`src/rtl/lazy_ccr_eval.sv`:
```
module lazy_ccr_eval #(
  parameter int DW = 32,
  parameter int KW = 4
) (
  input  logic          clk,
  input  logic          rst_n,
  input  logic          eval_i,
  input  logic [KW-1:0] kind_i,
  input  logic [DW-1:0] res_i,
  input  logic [DW-1:0] src_i,
  input  logic          zprev_i,
  output logic [4:0]    ccr_o,
  output logic          bad_kind_o
);

  localparam int MSB = DW - 1;
  localparam logic [KW-1:0] K_PASS  = KW'(0);
  localparam logic [KW-1:0] K_LOGIC = KW'(1);
  localparam logic [KW-1:0] K_ADD   = KW'(2);
  localparam logic [KW-1:0] K_SUB   = KW'(3);
  localparam logic [KW-1:0] K_CMP8  = KW'(4);
  localparam logic [KW-1:0] K_CMP16 = KW'(5);
  localparam logic [KW-1:0] K_ADDX  = KW'(6);
  localparam logic [KW-1:0] K_SUBX  = KW'(7);
  localparam logic [KW-1:0] K_SHIFT = KW'(8);

  // full-width reconstruction
  logic [DW-1:0] add_a, addx_a, sub_a, subx_a;
  logic [DW-1:0] add_vv, addx_vv, sub_vv, subx_vv;
  assign add_a   = res_i - src_i;
  assign addx_a  = res_i - src_i - DW'(1);
  assign sub_a   = res_i + src_i;
  assign subx_a  = res_i + src_i + DW'(1);
  assign add_vv  = (src_i ^ res_i) & ~(add_a ^ src_i);
  assign addx_vv = (src_i ^ res_i) & ~(addx_a ^ src_i);
  assign sub_vv  = (sub_a ^ res_i) & (sub_a ^ src_i);
  assign subx_vv = (subx_a ^ res_i) & (subx_a ^ src_i);

  logic n_w, z_w;
  assign z_w = (res_i == '0);
  assign n_w = res_i[MSB];

  // narrow compares
  logic [7:0]  r8, s8, a8, v8;
  logic [15:0] r16, s16, a16, v16;
  assign r8  = res_i[7:0];
  assign s8  = src_i[7:0];
  assign a8  = r8 + s8;
  assign v8  = (a8 ^ r8) & (a8 ^ s8);
  assign r16 = res_i[15:0];
  assign s16 = src_i[15:0];
  assign a16 = r16 + s16;
  assign v16 = (a16 ^ r16) & (a16 ^ s16);

  logic [3:0] nzvc;
  logic       bad_c;

  always_comb begin
    nzvc  = 4'b0000;
    bad_c = 1'b0;
    case (kind_i)
      K_PASS:  nzvc = res_i[3:0];
      K_LOGIC: nzvc = {n_w, z_w, 2'b00};
      K_ADD:   nzvc = {n_w, z_w, add_vv[MSB], res_i < src_i};
      K_SUB:   nzvc = {n_w, z_w, sub_vv[MSB], sub_a < src_i};
      K_CMP8:  nzvc = {r8[7], r8 == 8'h00, v8[7], a8 < s8};
      K_CMP16: nzvc = {r16[15], r16 == 16'h0000, v16[15], a16 < s16};
      K_ADDX:  nzvc = {n_w, z_w & zprev_i, addx_vv[MSB], res_i <= src_i};
      K_SUBX:  nzvc = {n_w, z_w & zprev_i, subx_vv[MSB], subx_a <= src_i};
      K_SHIFT: nzvc = {n_w, z_w, 1'b0, src_i != '0};
      default: bad_c = 1'b1;
    endcase
  end

  always_ff @(posedge clk) begin
    if (!rst_n) begin
      ccr_o      <= 5'b00000;
      bad_kind_o <= 1'b0;
    end else begin
      bad_kind_o <= eval_i & bad_c;
      if (eval_i) ccr_o <= {1'b0, nzvc};
    end
  end

endmodule


```
`config.mk`:
```
export PLATFORM = sky130hd
export DESIGN_NAME = lazy_ccr_eval
export DESIGN_NICKNAME = d
export VERILOG_FILES = /design/src/rtl/lazy_ccr_eval.sv
export SDC_FILE = /design/constraint.sdc
export NUM_CORES = 1
export LEC_CHECK = 0
export ABC_CLOCK_PERIOD_IN_PS = 5850
export BUFFER_PORTS_ARGS = -buffer_cell sky130_fd_sc_hd__buf_2
export CAP_MARGIN = 10
export CORE_ASPECT_RATIO = 1.75
export CORE_MARGIN = 1
export CORE_UTILIZATION = 40
export CTS_BUF_LIST = sky130_fd_sc_hd__clkbuf_16
export DETAILED_ROUTE_END_ITERATION = 10
export GPL_TIMING_DRIVEN = 1
export SYNTH_ARGS = -nofsm -noshare
export SYNTH_HDL_FRONTEND = slang
export SYNTH_SLANG_ARGS = --single-unit
```
`constraint.sdc`:
```
create_clock -name clk -period 5.85 [get_ports clk]
set_clock_uncertainty 0.15 [all_clocks]
set_input_delay 0 -clock clk [delete_from_list [all_inputs] [get_ports clk]]
set_output_delay 0 -clock clk [all_outputs]
set_load 0.03 [all_outputs]
```
=== Yosys cells after proc, flatten, opt, wreduce, memory -nomap -nowiden ===
Cells that the tools add are included.

* Input port bits: 72
* Bits in writable memories: 0
* Output and inout bits: 6
* Bits in latches: 0
* Register bits after elaboration: 5
* ROM bits: 0
* Memories kept: 0
* Logic and storage cells: 51

* Eq/ne operators: 8
* Multiplexer cells: 2
* Bitwise gates (word level): 21
* Reduce and logical (&&, ||, !) cells: 6
* Shift operators: 0
* Multipliers: 0
* Divide/modulo/power cells: 0
* Order comparisons: 6
* Add/subtract/negate cells: 6

{| class="wikitable"
|+ Operator list
! operator !! number
|-
| 32-bit XOR || 7
|-
| 32-bit AND || 4
|-
| 32-bit <= comparator || 2
|-
| 32-bit < comparator || 2
|-
| 32-bit inverter || 2
|-
| 4-bit one-hot mux with 9 select lines || 1
|-
| 32-bit by 1-bit adder with 32-bit output, second input constant || 1
|-
| 32-bit adder || 1
|-
| 32-bit zero test || 1
|-
| 32-bit nonzero test || 1
|-
| 32-bit by 1-bit subtractor with 32-bit output, second input constant || 1
|-
| 32-bit subtractor || 1
|-
| 16-bit XOR || 2
|-
| 16-bit adder || 1
|-
| 16-bit AND || 1
|-
| 4-bit by 3-bit equality test with 1-bit output, second input constant || 4
|-
| 16-bit zero test || 1
|-
| 16-bit < comparator || 1
|-
| 8-bit XOR || 2
|-
| 9-bit OR reduction || 1
|-
| 8-bit adder || 1
|-
| 8-bit AND || 1
|-
| 4-bit by 2-bit equality test with 1-bit output, second input constant || 2
|-
| 8-bit zero test || 1
|-
| 6 further kinds || 7
|}

=== Longest topological paths before layout ===
* Word-level depth: 6
* Gate-level depth with buffers: 25
* Gate-level depth less buffers: 24

=== Least setup slack after synthesis ===
Ideal clock, no wire load.

* Path type: input to register
* Start point: input src_i[2]
* End point: register ccr_o[0]
* Data arrival time: 4.345 ns
* Setup slack: 1.293 ns
* Setup time: 0.062 ns
* Required time: 5.638 ns
* Path buffers: 1
* Stages on the path: 22
* Cells stage by stage: inv_1 > ha_1 > buf_2 > nand2b_1 > a2111o_1 > and3b_1 > xor2_1 > nand3_2 > nor3b_2 > nand2_1 > nor3b_4 > nand4_2 > nor3b_2 > xor2_1 > ha_1 > nand4_1 > nor2_1 > nand3_1 > or4_1 > a311oi_1 > o21ai_0 > nand3_1

* Word-level cells in the longest chain between the ends: 4
* Elaborated cells on any way between the ends: 12
* Those cells by class: add/sub: 4; order compare: 6; mux: 1; reduce/logical: 1

{| class="wikitable"
|+ RTL lines
! element !! line !! source
|-
| from (decl) || 10 || <nowiki>input logic [DW-1:0] src_i,</nowiki>
|-
| 32-bit adder || 32, 33 ||
|-
| 32-bit by 1-bit adder with 32-bit output || 33 || <nowiki>assign subx_a = res_i + src_i + DW'(1);</nowiki>
|-
| 32-bit <= comparator || 69 || <nowiki>K_SUBX: nzvc = {n_w, z_w & zprev_i, subx_vv[MSB], subx_a <= src_i};</nowiki>
|-
| 4-bit one-hot mux with 9 select lines * || 61 || <nowiki>case (kind_i)</nowiki>
|-
| to (signal assigned) || 81 || <nowiki>if (eval_i) ccr_o <= {1'b0, nzvc};</nowiki>
|-
| to (decl) || 12 || <nowiki>output logic [4:0] ccr_o,</nowiki>
|}

Mark *: on every way between the ends. The rest lies on a longest branch, timed or not.
A chain may end at the register's enable or synchronous reset.

=== Worst setup path after layout ===
* Start point: input src_i[4]
* End point: register ccr_o[0]

Same word-level chain as after synthesis.

==> results.md <==
- Synth Area in Simple Gates: 28.26%
- Pins Over Slew Limit: 0
- Crit path time final: 5099 ps
- Sw Pwr: 631.8 uW
- Setup TNS: 0 ps
- Unrepaired setup endpoints after global routing: false
- Post-Synth XOR/XNOR Area: 9.734%
- Clock sink count: 5
- Crit path required time: 5870 ps
- Cell area power density: 151.7 mW/mm2
- Cts bufs inserted: 3
- Hold Vio Cnt, Final: 0
- Final setup viols: 0
- Mapped Area: 0.006877 mm2
- H-tree levels: 1
- Number of I/O pins: 78
- Most Crowded Layer GR: met2
- Internal: 515.0 uW
- Post-synth EDFFs: 0
- FF-to-FF Start: ccr_o[3]
- Crit Path Category: input pin to flop
- GRT met2 Usage: 54.14%
- Fin area: 0.007560 mm2
- Top_reg_cell synth: dfxtp_1
- Reg clk slew, reported paths: 30 ps
- Post-synthesis cell count: 983
- Global-route wire length before repair: 40,570 um
- Routed vias/inst: 6.102
- DR iter-0 viols: 481
- Leading area contributor after synthesis: ha_1
- Worst reg-to-reg setup slack: 5080 ps
- Dpl cells: 1,260
- Least-Margin Pin Slew: 755.2 ps
- Layout cells sized above 1: 11.73%
- Hold_sp: res_i[31]
- Total routed wirelength: 26,490 um
- Sw Ratio: 55.09%
- Postcts setup bufs: 0
- Number of remaining DRC errors: 1
- Tot Pwr: 1.147 mW
- Die Area: 0.01774 mm2
- Die height: 175.5 um
- Max-Cap Viols: 0
- Number of antenna violations at the first check in global routing: 1
- Seq/Total Area, Yosys: 1.456%
- Max-slew headroom: 49.35%
- Hold Path Stages: 3
- Main combinational cell family by area after synthesis: compound AO/OA/AOI/OAI gates
- CTS root buf: clkbuf_16
- Top cells by area, synth: ha_1, xnor2_1, a21oi_1, nand2_1, nor2_1
- Compound-Gate Fraction of Synth Area: 29.39%
- Resized cells post-CTS: 0
- Diode count: 0
- Achievable Freq: 0.1961 GHz
- First-pass iteration count of the detailed router: 8
- Area Overhead vs Synth: 9.934%
- Detailed placer's ending HPWL: 23,040 um
- Reg2Reg Depth: 2
- Critical Path Source Type: input pin
- Die width: 101.1 um
- Warnings, synthesis: 0
- Capturing point of the worst reg2reg path: ccr_o[3]
- Antenna Violating Nets Remaining: 0
- Clock network power share: 9.7%
- Peak VDD IR: 0.07633 mV
- Avg Inst Size Synth: 6.996 um2
- # rows: 63
- Critical Path Sink Type: flop
- Pre-CTS setup slack: 588.8 ps
- Setup ws final: 751.5 ps
- Worst-skew pair later-pin latency: 230 ps
- Met3 GRT Util: 3.223%
- Nets: 1,241
- Leak: 3.411 nW
- Hold WC Path Type: input pin to flop
- Arr. time, crit path: 5120 ps
- Post-synth ARST share: 0%
- CTS tree: built
- Clock Path Buffers: 2
- Buffers on Ports: 76
- M1 GR Usage: 30.78%
- Top cells by count, synth: ha_1, a21oi_1, nand2_1, nor2_1, inv_1
- Largest net degree at the start of global routing: 18
- Critical-path maximum fanout: 11
- Placed cell areas: 0.007451 mm2
- Worst Hold End: ccr_o[3]
- Vias: 7,731
- Starting Density: 40.77%
- Post-synthesis adder-cell area fraction: 23.51%
- Top cell type's share of synthesized area: 22.93%
- DR WL/cell: 20.91 um
- GRT Util Overall: 29.79%
- Multiplexer share of the synthesized area: 1.383%
- Cell Count, Final, Fillers Out: 1,267
- Sequential power share: 3.2%
- Post-synth net total: 1,183
- Crit path launch: src_i[4]
- Period utilization: 87.15%
- Vias in the first global route: 7,684
- Failing checks: design-rule violations
- Combinational share of power: 87.1%
- Seq cells post-synth: 5
- Synth cell types: 91
- Most instantiated library cell after synthesis: ha_1
- CORE AREA: 0.01687 mm2
- Outcome: finished with violations
- Overflow after GRT: 0
- GPL Wtd Cong: 0.9872
-- placed cells by master, fill, tap and decap left out, types with 6 or more instances in the layout --
| cell | n |
|---|---|
| a21oi_1 | 89 |
| a21boi_0 | 6 |
| o211ai_1 | 13 |
| nor3_1 | 28 |
| xnor2_1 | 54 |
| or2_2 | 8 |
| a31oi_1 | 7 |
| nand3_1 | 27 |
| inv_1 | 74 |
| o21ai_0 | 50 |
| o21a_1 | 11 |
| nand2_1 | 74 |
| nor4_1 | 28 |
| nor2b_1 | 26 |
| or3_1 | 9 |
| xor2_1 | 13 |
| nand2b_1 | 12 |
| o31ai_1 | 11 |
| and3_1 | 11 |
| a211o_1 | 6 |
| and2_1 | 6 |
| nand4_1 | 24 |
| a21o_1 | 26 |
| a211oi_1 | 14 |
| buf_4 | 7 |
| nor2_1 | 74 |
| buf_2 | 76 |
| ha_1 | 126 |
-- cells by family (layout without fill, tap and decap cells) --
logic type                 after synthesis  after routing
adders and majority gates              128            128
xor gates and xnor gates                71             71
other                                    1              1
and+or+nand+nor                        361            361
buffers and inverters                  109            166
DFF                                      5              5
muxes                                    8              8
AOI/OAI and AO/OA                      300            300
-- routing by layer --
metal	wire length, um	up-vias
met2	13180	292
met1	9757	3572
met4	2290	2
li1	-	3768
met5	12	-
met3	1251	97
-- flip-flops by register name, summed over array words and instances (netlist names) --
| name | count |
|---|---|
| bad_kind_o | 1 |
| ccr_o | 4 |
-- how the worst max path moves through the flow --
stage                           to  slack, ps  cells past startpoint
after floorplan           ccr_o[0]       1290                     22
after global placement    ccr_o[0]        630                     22
after detailed placement  ccr_o[0]        590                     22
after CTS                 ccr_o[0]        790                     22
after global routing      ccr_o[0]        340                     22
final                     ccr_o[0]        750                     22
-- worst max-delay path, stage by stage --
cell	delay [ps]
buf_2	90
inv_1	120
ha_1	620
nor2b_1	160
or4_4	450
o2111a_1	270
nor3_2	270
o21ai_4	120
a41oi_1	260
xnor2_1	240
and4b_1	350
nand4_2	160
nor3b_2	220
xor2_1	90
ha_1	310
nand4_1	100
nor2_1	160
nand3_1	110
or4_1	540
a311oi_1	260
o21ai_0	120
nand3_1	90
-- through the flow --
step	hold WS [ps]	util, %
global route	51.85	44.82
finish	17.04	44.82
floorplan	-12.44	-
CTS	10.88	44.82
detailed placement	136.0	44.17
global placement	134.3	44.17
-- power by group through the flow --
stage | Clock (mW) | Sequential [mW] | Combinational (mW)
3_5_place_dp | 0 | 0.0372 | 0.979
2_1_floorplan | 0 | 0.0406 | 0.707
3_3_place_gp | 0 | 0.0372 | 0.976
5_1_grt | 0.115 | 0.0370 | 1.10
4_1_cts | 0.112 | 0.0367 | 0.988
6_report | 0.111 | 0.0368 | 0.999
-- cell type report --
cell class                 count  area, um2
multi-input combinational    869       6349
timing repair buffer          86      462.9
clock buffer                   3      75.07
inverter                      76      285.3
tap                          227      284.0
fill                        1850       9309
clock inverter                 1      3.754
sequential                     5      100.1
-- timing repair --
item | 4_1_cts | 5_1_grt
endpoints found under the setup margin | 0 | 0
hold endpoints to repair | 3 | 0
hold buffers | 3 | 0
(Power assumes the default switching activity.)
